### config.mk
export PLATFORM = sky130hd
export DESIGN_NAME = lcd_raster_timer
export DESIGN_NICKNAME = d
export VERILOG_FILES = /design/src/rtl/lrt_pkg.sv /design/src/rtl/lrt_regbank.sv /design/src/rtl/lrt_scan_fsm.sv /design/src/rtl/lrt_sync_decode.sv /design/src/rtl/lrt_color_stage.sv /design/src/rtl/lcd_raster_timer.sv
export SDC_FILE = /design/constraint.sdc
export NUM_CORES = 1
export LEC_CHECK = 0
export ABC_AREA = 1
export BUFFER_PORTS_ARGS = -buffer_cell sky130_fd_sc_hd__buf_2
export CAP_MARGIN = 25
export CELL_PAD_IN_SITES_DETAIL_PLACEMENT = 1
export CELL_PAD_IN_SITES_GLOBAL_PLACEMENT = 1
export CORE_MARGIN = 4
export CORE_UTILIZATION = 52
export CTS_BUF_LIST = sky130_fd_sc_hd__clkbuf_2
export CTS_CLUSTER_DIAMETER = 80
export DETAILED_ROUTE_END_ITERATION = 6
export PLACE_DENSITY = 0.94
export SYNTH_ARGS = -nofsm -noshare
export SYNTH_HDL_FRONTEND = slang
export SYNTH_SLANG_ARGS = --single-unit
### constraint.sdc
create_clock -name clk -period 9.3 [get_ports clk]
set_clock_uncertainty 0.05 [all_clocks]
set_input_delay 1.86 -clock clk [delete_from_list [all_inputs] [get_ports clk]]
set_output_delay 1.86 -clock clk [all_outputs]
set_load 0.05 [all_outputs]
### src/rtl/lrt_pkg.sv
package lrt_pkg;

    localparam int LRT_CW = 12;

    typedef enum logic [1:0] {
        ST_OFF   = 2'd0,
        ST_START = 2'd1,
        ST_SCAN  = 2'd2
    } scan_state_e;

    typedef enum logic [3:0] {
        RA_DIV    = 4'd0,
        RA_POL    = 4'd1,
        RA_SPREAD = 4'd2,
        RA_SWAP   = 4'd3,
        RA_HTOT   = 4'd4,
        RA_HOFF   = 4'd5,
        RA_HACT   = 4'd6,
        RA_HFALL  = 4'd7,
        RA_HRISE  = 4'd8,
        RA_VTOT   = 4'd9,
        RA_VOFF   = 4'd10,
        RA_VACT   = 4'd11,
        RA_VFALL  = 4'd12,
        RA_VRISE  = 4'd13
    } reg_addr_e;

    localparam logic [LRT_CW-1:0] SWAP_CODE = LRT_CW'(2);

    typedef struct packed {
        logic [LRT_CW-1:0] div;
        logic              pol;
        logic              spread;
        logic [LRT_CW-1:0] htot;
        logic [LRT_CW-1:0] hoff;
        logic [LRT_CW-1:0] hact;
        logic [LRT_CW-1:0] hfall;
        logic [LRT_CW-1:0] hrise;
        logic [LRT_CW-1:0] vtot;
        logic [LRT_CW-1:0] voff;
        logic [LRT_CW-1:0] vact;
        logic [LRT_CW-1:0] vfall;
        logic [LRT_CW-1:0] vrise;
    } timing_t;

endpackage

### src/rtl/lrt_regbank.sv
module lrt_regbank
    import lrt_pkg::*;
(
    input  logic              clk,
    input  logic              rst_n,
    input  logic              wr_en,
    input  logic [3:0]        wr_addr,
    input  logic [LRT_CW-1:0] wr_data,
    input  logic              frame_load,
    output timing_t           live,
    output timing_t           shadow,
    output logic              swap_pending,
    output logic              disp_buf
);

    logic swap_hit;
    assign swap_hit = wr_en && (wr_addr == RA_SWAP) && (wr_data == SWAP_CODE);

    // live register file, written by software at any time
    always_ff @(posedge clk or negedge rst_n) begin
        if (!rst_n) begin
            live <= '0;
        end else if (wr_en) begin
            case (reg_addr_e'(wr_addr))
                RA_DIV:    live.div    <= wr_data;
                RA_POL:    live.pol    <= wr_data[0];
                RA_SPREAD: live.spread <= wr_data[0];
                RA_HTOT:   live.htot   <= wr_data;
                RA_HOFF:   live.hoff   <= wr_data;
                RA_HACT:   live.hact   <= wr_data;
                RA_HFALL:  live.hfall  <= wr_data;
                RA_HRISE:  live.hrise  <= wr_data;
                RA_VTOT:   live.vtot   <= wr_data;
                RA_VOFF:   live.voff   <= wr_data;
                RA_VACT:   live.vact   <= wr_data;
                RA_VFALL:  live.vfall  <= wr_data;
                RA_VRISE:  live.vrise  <= wr_data;
                default:   ;
            endcase
        end
    end

    // shadow set, refreshed only at a frame boundary
    always_ff @(posedge clk or negedge rst_n) begin
        if (!rst_n) begin
            shadow <= '0;
        end else if (frame_load) begin
            shadow <= live;
        end
    end

    // deferred buffer swap
    always_ff @(posedge clk or negedge rst_n) begin
        if (!rst_n) begin
            swap_pending <= 1'b0;
            disp_buf     <= 1'b0;
        end else begin
            if (frame_load && swap_pending) begin
                disp_buf     <= ~disp_buf;
                swap_pending <= 1'b0;
            end
            if (swap_hit) begin
                swap_pending <= 1'b1;
            end
        end
    end

endmodule

### src/rtl/lrt_scan_fsm.sv
module lrt_scan_fsm
    import lrt_pkg::*;
(
    input  logic              clk,
    input  logic              rst_n,
    input  logic              live_div_nz,
    input  logic [LRT_CW-1:0] sh_div,
    input  logic [LRT_CW-1:0] sh_htot,
    input  logic [LRT_CW-1:0] sh_vtot,
    output scan_state_e       state_q,
    output logic [LRT_CW-1:0] dcnt,
    output logic [LRT_CW-1:0] hcnt,
    output logic [LRT_CW-1:0] vcnt,
    output logic              scan_active,
    output logic              pclk_en,
    output logic              frame_load
);

    scan_state_e state_d;
    logic        tick;
    logic        h_last;
    logic        v_last;

    assign tick   = (dcnt == sh_div - LRT_CW'(1));
    assign h_last = (hcnt == sh_htot - LRT_CW'(1));
    assign v_last = (vcnt == sh_vtot - LRT_CW'(1));

    // state register
    always_ff @(posedge clk or negedge rst_n) begin
        if (!rst_n) begin
            state_q <= ST_OFF;
        end else begin
            state_q <= state_d;
        end
    end

    // next state and control outputs
    always_comb begin
        state_d     = state_q;
        frame_load  = 1'b0;
        scan_active = 1'b0;
        pclk_en     = 1'b0;
        unique case (state_q)
            ST_OFF: begin
                if (live_div_nz) begin
                    state_d = ST_START;              // ENABLE
                end
            end
            ST_START: begin
                if (!live_div_nz) begin
                    state_d = ST_OFF;                // HALT
                end else begin
                    state_d    = ST_SCAN;            // BEGIN
                    frame_load = 1'b1;
                end
            end
            ST_SCAN: begin
                scan_active = 1'b1;
                pclk_en     = (dcnt == '0);
                if (!live_div_nz) begin
                    state_d = ST_OFF;                // HALT
                end else if (tick && h_last && v_last) begin
                    frame_load = 1'b1;               // WRAP
                end
            end
            default: state_d = ST_OFF;
        endcase
    end

    // divider and raster counters
    always_ff @(posedge clk or negedge rst_n) begin
        if (!rst_n) begin
            dcnt <= '0;
            hcnt <= '0;
            vcnt <= '0;
        end else if (state_q != ST_SCAN) begin
            dcnt <= '0;
            hcnt <= '0;
            vcnt <= '0;
        end else if (!tick) begin
            dcnt <= dcnt + LRT_CW'(1);
        end else begin
            dcnt <= '0;
            if (!h_last) begin
                hcnt <= hcnt + LRT_CW'(1);
            end else begin
                hcnt <= '0;
                vcnt <= v_last ? '0 : vcnt + LRT_CW'(1);
            end
        end
    end

endmodule

### src/rtl/lrt_sync_decode.sv
module lrt_sync_decode
    import lrt_pkg::*;
(
    input  logic              scan_active,
    input  logic [LRT_CW-1:0] dcnt,
    input  logic [LRT_CW-1:0] hcnt,
    input  logic [LRT_CW-1:0] vcnt,
    input  logic [LRT_CW-1:0] div,
    input  logic              pol,
    input  logic [LRT_CW-1:0] hoff,
    input  logic [LRT_CW-1:0] hact,
    input  logic [LRT_CW-1:0] hfall,
    input  logic [LRT_CW-1:0] hrise,
    input  logic [LRT_CW-1:0] voff,
    input  logic [LRT_CW-1:0] vact,
    input  logic [LRT_CW-1:0] vfall,
    input  logic [LRT_CW-1:0] vrise,
    output logic              lcd_pclk,
    output logic              lcd_hsync_n,
    output logic              lcd_vsync_n,
    output logic              lcd_de,
    output logic [LRT_CW-1:0] pix_x,
    output logic [LRT_CW-1:0] pix_y
);

    localparam int EW = LRT_CW + 1;

    logic [EW-1:0] h_end;
    logic [EW-1:0] v_end;
    logic          h_win;
    logic          v_win;
    logic          hs_low;
    logic          vs_low;

    assign h_end  = {1'b0, hoff} + {1'b0, hact};
    assign v_end  = {1'b0, voff} + {1'b0, vact};
    assign h_win  = (hcnt >= hoff) && ({1'b0, hcnt} < h_end);
    assign v_win  = (vcnt >= voff) && ({1'b0, vcnt} < v_end);
    assign hs_low = (hcnt >= hfall) && (hcnt < hrise);
    assign vs_low = (vcnt >= vfall) && (vcnt < vrise);

    always_comb begin
        lcd_de      = scan_active && h_win && v_win;
        lcd_hsync_n = !(scan_active && hs_low);
        lcd_vsync_n = !(scan_active && vs_low);
        lcd_pclk    = scan_active && ((dcnt >= (div >> 1)) ^ pol);
        pix_x       = lcd_de ? (hcnt - hoff) : '0;
        pix_y       = lcd_de ? (vcnt - voff) : '0;
    end

endmodule

### src/rtl/lrt_color_stage.sv
module lrt_color_stage #(
    parameter int COLOR_W = 6
) (
    input  logic                 clk,
    input  logic                 rst_n,
    input  logic                 scan_active,
    input  logic                 spread,
    input  logic                 pclk_en,
    input  logic                 lcd_de,
    input  logic [3*COLOR_W-1:0] pix_rgb,
    output logic [3*COLOR_W-1:0] lcd_rgb
);

    localparam int GROUPS = 3;
    localparam int RGB_W  = GROUPS * COLOR_W;

    logic             en_p  [GROUPS];
    logic [RGB_W-1:0] val_p [GROUPS];

    assign en_p[0]  = pclk_en;
    assign val_p[0] = lcd_de ? pix_rgb : '0;

    // delay line: stage k holds the capture strobe and value k cycles late
    for (genvar k = 1; k < GROUPS; k++) begin : g_pipe
        always_ff @(posedge clk or negedge rst_n) begin
            if (!rst_n) begin
                en_p[k]  <= 1'b0;
                val_p[k] <= '0;
            end else if (!scan_active) begin
                en_p[k]  <= 1'b0;
                val_p[k] <= '0;
            end else begin
                en_p[k]  <= en_p[k-1];
                val_p[k] <= val_p[k-1];
            end
        end
    end

    // group g (0 red, 1 green, 2 blue) uses stage g when staggered
    for (genvar g = 0; g < GROUPS; g++) begin : g_group
        localparam int LSB = (GROUPS - 1 - g) * COLOR_W;
        logic sel_en;
        logic [COLOR_W-1:0] sel_val;
        always_comb begin
            if (spread) begin
                sel_en  = en_p[g];
                sel_val = val_p[g][LSB +: COLOR_W];
            end else begin
                sel_en  = en_p[0];
                sel_val = val_p[0][LSB +: COLOR_W];
            end
        end
        always_ff @(posedge clk or negedge rst_n) begin
            if (!rst_n) begin
                lcd_rgb[LSB +: COLOR_W] <= '0;
            end else if (!scan_active) begin
                lcd_rgb[LSB +: COLOR_W] <= '0;
            end else if (sel_en) begin
                lcd_rgb[LSB +: COLOR_W] <= sel_val;
            end
        end
    end

endmodule

### src/rtl/lcd_raster_timer.sv
module lcd_raster_timer
    import lrt_pkg::*;
#(
    parameter int COLOR_W = 6
) (
    input  logic                 clk,
    input  logic                 rst_n,
    input  logic                 wr_en,
    input  logic [3:0]           wr_addr,
    input  logic [LRT_CW-1:0]    wr_data,
    input  logic [3*COLOR_W-1:0] pix_rgb,
    output logic                 lcd_pclk,
    output logic                 lcd_hsync_n,
    output logic                 lcd_vsync_n,
    output logic                 lcd_de,
    output logic [3*COLOR_W-1:0] lcd_rgb,
    output logic                 pclk_en,
    output logic                 pix_req,
    output logic [LRT_CW-1:0]    pix_x,
    output logic [LRT_CW-1:0]    pix_y,
    output logic                 swap_pending,
    output logic                 disp_buf
);

    timing_t           live;
    timing_t           shadow;
    scan_state_e       state_q;
    logic [LRT_CW-1:0] dcnt;
    logic [LRT_CW-1:0] hcnt;
    logic [LRT_CW-1:0] vcnt;
    logic              scan_active;
    logic              frame_load;

    lrt_regbank u_regs (
        .clk          (clk),
        .rst_n        (rst_n),
        .wr_en        (wr_en),
        .wr_addr      (wr_addr),
        .wr_data      (wr_data),
        .frame_load   (frame_load),
        .live         (live),
        .shadow       (shadow),
        .swap_pending (swap_pending),
        .disp_buf     (disp_buf)
    );

    lrt_scan_fsm u_fsm (
        .clk         (clk),
        .rst_n       (rst_n),
        .live_div_nz (live.div != '0),
        .sh_div      (shadow.div),
        .sh_htot     (shadow.htot),
        .sh_vtot     (shadow.vtot),
        .state_q     (state_q),
        .dcnt        (dcnt),
        .hcnt        (hcnt),
        .vcnt        (vcnt),
        .scan_active (scan_active),
        .pclk_en     (pclk_en),
        .frame_load  (frame_load)
    );

    lrt_sync_decode u_dec (
        .scan_active (scan_active),
        .dcnt        (dcnt),
        .hcnt        (hcnt),
        .vcnt        (vcnt),
        .div         (shadow.div),
        .pol         (shadow.pol),
        .hoff        (shadow.hoff),
        .hact        (shadow.hact),
        .hfall       (shadow.hfall),
        .hrise       (shadow.hrise),
        .voff        (shadow.voff),
        .vact        (shadow.vact),
        .vfall       (shadow.vfall),
        .vrise       (shadow.vrise),
        .lcd_pclk    (lcd_pclk),
        .lcd_hsync_n (lcd_hsync_n),
        .lcd_vsync_n (lcd_vsync_n),
        .lcd_de      (lcd_de),
        .pix_x       (pix_x),
        .pix_y       (pix_y)
    );

    lrt_color_stage #(.COLOR_W(COLOR_W)) u_color (
        .clk         (clk),
        .rst_n       (rst_n),
        .scan_active (scan_active),
        .spread      (shadow.spread),
        .pclk_en     (pclk_en),
        .lcd_de      (lcd_de),
        .pix_rgb     (pix_rgb),
        .lcd_rgb     (lcd_rgb)
    );

    assign pix_req = pclk_en && lcd_de;

endmodule

## Yosys cells after proc, flatten, opt, wreduce, memory -nomap -nowiden

Index checks and enable logic that the tools add are counted.

| word-level totals | value |
|---|---|
| bits of input ports | 37 |
| flip-flop bits (word level) | 346 |
| word-level logic and storage cells | 162 |

| operators by class | value |
|---|---|
| equal/unequal tests | 25 |
| bitwise logic cells | 2 |
| muxes and demuxes | 38 |
| reduce and logical (&&, ||, !) cells | 39 |
| add/subtract/negate cells | 10 |
| order comparisons | 9 |

Operator list:

| operator | number |
|---|---|
| 12-bit 2-to-1 mux | 12 |
| 6-bit 2-to-1 mux | 9 |
| 12-bit greater-or-equal comparator | 4 |
| 12-bit by 1-bit adder with 12-bit output (second input constant) | 3 |
| 12-bit equality test | 3 |
| 12-bit by 1-bit subtractor with 12-bit output (second input constant) | 3 |
| 2-bit AND reduction | 15 |
| 12-bit by 12-bit adder with 13-bit output | 2 |
| 12-bit by 13-bit < comparator with 1-bit output | 2 |
| 4-bit equality test (second input constant) | 6 |
| 12-bit < comparator | 2 |
| 12-bit subtractor | 2 |
| 18-bit 2-to-1 mux | 1 |
| 4-bit by 3-bit equality test with 1-bit output (second input constant) | 4 |
| 1-bit logical AND | 15 |
| 12-bit by 2-bit equality test with 1-bit output (second input constant) | 1 |
| 12-bit by 11-bit greater-or-equal comparator with 1-bit output | 1 |
| 12-bit logical NOT | 1 |
| 12-bit nonzero test | 1 |
| 1-bit 2-to-1 mux | 11 |
| 2-bit inequality test (second input constant) | 5 |
| 4-bit by 2-bit equality test with 1-bit output (second input constant) | 2 |
| 2-bit 2-to-1 mux | 3 |
| 2-bit one-hot mux with 3 select lines | 1 |
| 11 further kinds | 14 |

## Longest topological paths before layout

| depth | value |
|---|---|
| word-level depth | 10 |
| mapped depth | 20 |

## Modules after synthesis

A second synthesis with hierarchy kept.

| unflattened totals | value |
|---|---|
| cells, all modules | 2581 |
| area, all modules | 19759.0 µm² |

By module, submodules not included:

| module | times used | area an instance (µm²) | sequential area each (µm²) | cells each |
|---|---|---|---|---|
| lrt_regbank | 1 | 10088.4 | 6756.5 | 1080 |
| lrt_sync_decode | 1 | 4375.4 | 0.0 | 703 |
| lrt_scan_fsm | 1 | 3603.5 | 950.9 | 586 |
| lrt_color_stage | 1 | 1640.3 | 950.9 | 199 |
| lcd_raster_timer | 1 | 51.3 | 0.0 | 13 |

## Worst setup path before layout

Ideal clock, no wire load.

| path | value |
|---|---|
| path type | register -> output |
| from | register, netlist name u_regs.shadow[36] |
| to | output pix_x[3] |
| path slack | 3.418 ns |
| arrival time | 3.972 ns |
| path buffers | 1 |
| required time | 7.390 ns |
| stages on the path, launching flop included | 17 |
| cells stage by stage | dfrtp_1 -> ha_1 -> fa_1 -> nand3_1 -> nand2_1 -> a21oi_1 -> o21ai_0 -> xor2_1 -> ha_1 -> a21oi_1 -> o21bai_1 -> o211ai_1 -> nand3_1 -> nor2_1 -> nand2_1 -> clkbuf_1 -> nor3b_1 |

| between the ends | value |
|---|---|
| word-level cells in the longest chain between the ends | 5 |
| elaborated cells on any way between the ends | 6 |
| classes of those cells | add/sub: 1; order compare: 2; mux: 1; reduce/logical: 2 |

Ends and longest elaborated chain:

| item | line | RTL |
|---|---|---|
| 12-bit by 12-bit adder with 13-bit output | lrt_sync_decode.sv:36 | `assign v_end = {1'b0, voff} + {1'b0, vact};` |
| 12-bit by 13-bit < comparator with 1-bit output | lrt_sync_decode.sv:38 | `assign v_win = (vcnt >= voff) && ({1'b0, vcnt} < v_end);` |
| 1-bit logical AND (*) | lrt_sync_decode.sv:38 |  |
| 1-bit logical AND (*) | lrt_sync_decode.sv:43 | `lcd_de = scan_active && h_win && v_win;` |
| 12-bit 2-to-1 mux (*) | lrt_sync_decode.sv:47 | `pix_x = lcd_de ? (hcnt - hoff) : '0;` |
| end, declared | lcd_raster_timer.sv:19 | `output logic [LRT_CW-1:0] pix_x,` |

Every way passes the cells marked *; elsewhere a longest branch is shown, timed or not.

## Final worst setup path

| path | value |
|---|---|
| from | register, netlist name u_regs.shadow[96] |
| to | output pix_y[11] |

| between the ends | value |
|---|---|
| word-level cells in the longest chain between the ends | 6 |
| elaborated cells on any way between the ends | 7 |
| classes of those cells | add/sub: 1; order compare: 2; mux: 1; reduce/logical: 3 |

Ends and longest elaborated chain:

| item | line | RTL |
|---|---|---|
| 12-bit by 12-bit adder with 13-bit output | lrt_sync_decode.sv:35 | `assign h_end = {1'b0, hoff} + {1'b0, hact};` |
| 12-bit by 13-bit < comparator with 1-bit output | lrt_sync_decode.sv:37 | `assign h_win = (hcnt >= hoff) && ({1'b0, hcnt} < h_end);` |
| 1-bit logical AND (*) | lrt_sync_decode.sv:37 |  |
| 1-bit logical AND (*) (2 in series) | lrt_sync_decode.sv:43 |  |
| 12-bit 2-to-1 mux (*) | lrt_sync_decode.sv:48 | `pix_y = lcd_de ? (vcnt - voff) : '0;` |
| end, declared | lcd_raster_timer.sv:20 | `output logic [LRT_CW-1:0] pix_y,` |

Marks and branches as above.

==> impl_metrics.env <==
export IMPL_tightest_slew_ps=1070
export IMPL_layout_nets=2730
export IMPL_crit_required_ps=7390
export IMPL_clock_path_buffers=3
export IMPL_drt_total_wl_um=73000
export IMPL_power_density_nw_per_um2=314
export IMPL_crit_path_max_incr_delay_ps=670
export IMPL_setup_violations=0
export IMPL_cts_tree="built"
export IMPL_gp_congestion=0.863
export IMPL_multi_input_area_um2=9190
export IMPL_ir_worst_vdd_mv=0.197
export IMPL_cts_setup_buffers=0
export IMPL_start_util_pct=52.6
export IMPL_grt_max_degree=166
export IMPL_coreArea_um2=36500
export IMPL_ctsHoldBuffers=0
export IMPL_viasPerCell=6.20
export IMPL_setup_worst_path_start_class="register"
export IMPL_seq_area_um2=8660
export IMPL_finalCriticalPeriod_ps=7890
export IMPL_timing_max_cap_violations=0
export IMPL_clk_pin_slew_ps=150
export IMPL_die_area_um2=40100
export IMPL_ant_nets=0
export IMPL_syn_num_nets=2614
export IMPL_hold_viol_final=0
export IMPL_die_y_um=200
export IMPL_rows=70
export IMPL_drive_gt1_share_pct=9.77
export IMPL_fin_crit_sh_pct=84.9
export IMPL_worstPathMaxFanout=19
export IMPL_synth_distinct_cells=41
export IMPL_relSlewSlack_pct=28.5
export IMPL_cts_sinks=346
export IMPL_io_buffers=86
export IMPL_top_layer="met4"
export IMPL_max_freq_mhz=127
export IMPL_drc=0
export IMPL_dp_final_hpwl_um=42800
export IMPL_dr_wl_met3_um=5510
export IMPL_area_growth_pct=8.82
export IMPL_yosys_warnings=0
export IMPL_synthCells=2436
export IMPL_drt_iter0_markers=1807
export IMPL_die_w_um=200
export IMPL_hold_class="reg2reg"
export IMPL_met1_length_um=27100
export IMPL_grt_overflow=0
export IMPL_rsz0062_at_grt="false"
export IMPL_dp_cells=2925
export IMPL_vias=19100
export IMPL_syn_avg_cell_area_um2=7.89
export IMPL_grt_pass1_vias=20700
export IMPL_final_common_cell="nand2_1"
export IMPL_cts_resized=0
export IMPL_gr_usage_all_layers_pct=35.6
export IMPL_finalSetupTns_ps=0
export IMPL_antenna_found_initial=2
export IMPL_crit_chain="ha_1, inv_1, fa_1, nand3b_1, nand2_1, a21oi_1, xor2_1, ha_1, a21oi_1, o21ai_0, a21oi_1, nand3b_1, nand2_1, nor2_1, nand2_1, buf_8, nor2_1, buf_2"
export IMPL_end_kind="output pin"
export IMPL_cts_root_buf="clkbuf_2"
export IMPL_ys_seq_area_share_pct=45.0
export IMPL_slowest_stage="nor2_1"
export IMPL_clk_latency_ps=1050
export IMPL_ys_ff_latch=346
export IMPL_critPathKind="reg2out"
export IMPL_outcome="complete, no violations"
export IMPL_grt_pass1_wl_um=115000
export IMPL_final_cell_mix="nand2_1 (692), dfrtp_1 (346), inv_1 (281)"
export IMPL_fillers=4616
export IMPL_wl_per_cell_um=23.6
export IMPL_p_leak_nw=11.3
export IMPL_critPathArrivalTime_ps=5980
export IMPL_ios=87
export IMPL_cts_buffers=91
export IMPL_drv_slew=0
export IMPL_layout_cells_non_filler=3088
export IMPL_netlist_area_um2=19200
export IMPL_met2_length_um=35800
export IMPL_dr_pass1_iters=6
export IMPL_htree_levels=3
## critical path, delay by kind of cell, from the launching register on
kind                       cells  cell delay, ps
adders and majority gates      3             940
AOI/OAI and AO/OA              4             690
DFF                            1             440
xor gates and xnor gates       1             180
buffers and inverters          3             680
and+or+nand+nor                7            1980
## final cells by class
cell class	instances	share of cell area (%)
clock buffer	135	3.23
tap	468	2.80
multi-input combinational	1731	43.9
inverter	284	5.09
sequential	346	41.4
antenna	1	0.0120
clock inverter	25	0.831
timing repair buffer	98	2.73
## synth_stat cells
cell	number	area share, %
nand2_2	1	0.033
nor2_2	6	0.20
nand4_1	23	0.75
nand3_1	191	5.0
nand2_1	692	14
o21a_1	4	0.16
nand4_4	1	0.11
o21ai_1	41	1.1
a21o_1	4	0.16
o2111ai_1	3	0.14
nand3_2	1	0.052
a21boi_0	6	0.23
a31oi_1	7	0.23
buf_6	2	0.12
o21bai_1	6	0.23
nor2_1	175	3.4
nor3b_1	5	0.20
nand3b_1	9	0.35
o211ai_1	5	0.20
nor3_2	1	0.052
nor4_1	7	0.23
clkinv_1	1	0.020
clkbuf_1	50	0.98
xor2_1	47	2.1
buf_2	21	0.55
inv_1	281	5.5
nand2_4	2	0.12
buf_1	2	0.039
xnor2_1	27	1.2
dfrtp_1	346	45
o31ai_1	1	0.039
a21oi_1	91	2.4
nor3_1	26	0.68
nor2_8	1	0.10
fa_1	4	0.42
ha_1	137	8.9
inv_2	2	0.039
nor4b_1	1	0.046
a211oi_1	2	0.078
nor2_4	1	0.059
o21ai_0	203	5.3
## metal layers
layer,vias to the layer above,global-route usage (%)
met3,364,6.96
met2,1093,60.8
met5,-,0
met4,0,21.0
li1,8152,-
met1,9522,41.8
## logic make-up (layout without fill, tap and decap cells)
group / Yosys count / in the layout / share of synthesized area (%)
compound gates: 373 / 373 / 10.2
fa+ha+maj: 141 / 141 / 9.33
other cells: 0 / 1 / 0
xor+xnor: 74 / 74 / 3.37
buf+inv: 359 / 542 / 7.22
flops: 346 / 346 / 45.0
simple gates: 1143 / 1143 / 24.9
## report_power, final
group	internal, mW	leakage (nW)	switching (mW)
registers	1.89	4.47	0.340
clock network	0.467	0.645	0.723
logic	0.933	6.20	2.22
total	3.29	11.3	3.28
## metrics by stage
step	power [mW]	area (um2)	hold slack [ps]	util [%]	setup slack [ps]
after floorplan	4.22	19200	363	-	3420
after global placement	4.78	20000	366	54.8	2670
after detailed placement	5.06	20000	387	54.8	2440
after CTS	6.46	20900	410	57.2	1170
after global routing	6.98	20900	450	57.3	1180
final	6.57	20900	405	57.3	1410
## sequential cells by signal, summed over array words and instances, names as in the netlist
register and count:
u_color.lcd_rgb 18, u_color.val_p 18, u_regs.disp_buf 1, u_regs.swap_pending 1, u_fsm.hcnt 12, u_fsm.vcnt 12, u_regs.shadow 134, u_regs.live 134
u_color.en_p 2, u_fsm.state_q 2, u_fsm.dcnt 12
## path summary, 6_finish.rpt
check | from | endpoint | slack (ps) | cells after the start
setup reg to reg | u_regs.shadow[96] | u_color.lcd_rgb[14] | 4340 | 17
max in group asynchronous | rst_n | u_fsm.state_q[0] | 6800 | 2
hold / removal | u_color.val_p[20] | u_color.val_p[2] | 400 | 2
setup / recovery | u_regs.shadow[96] | pix_y[11] | 1410 | 18
hold reg to reg | u_color.val_p[20] | u_color.val_p[2] | 400 | 2
min in group asynchronous | rst_n | u_regs.live[92] | 820 | 1
(Power assumes the default switching activity.)
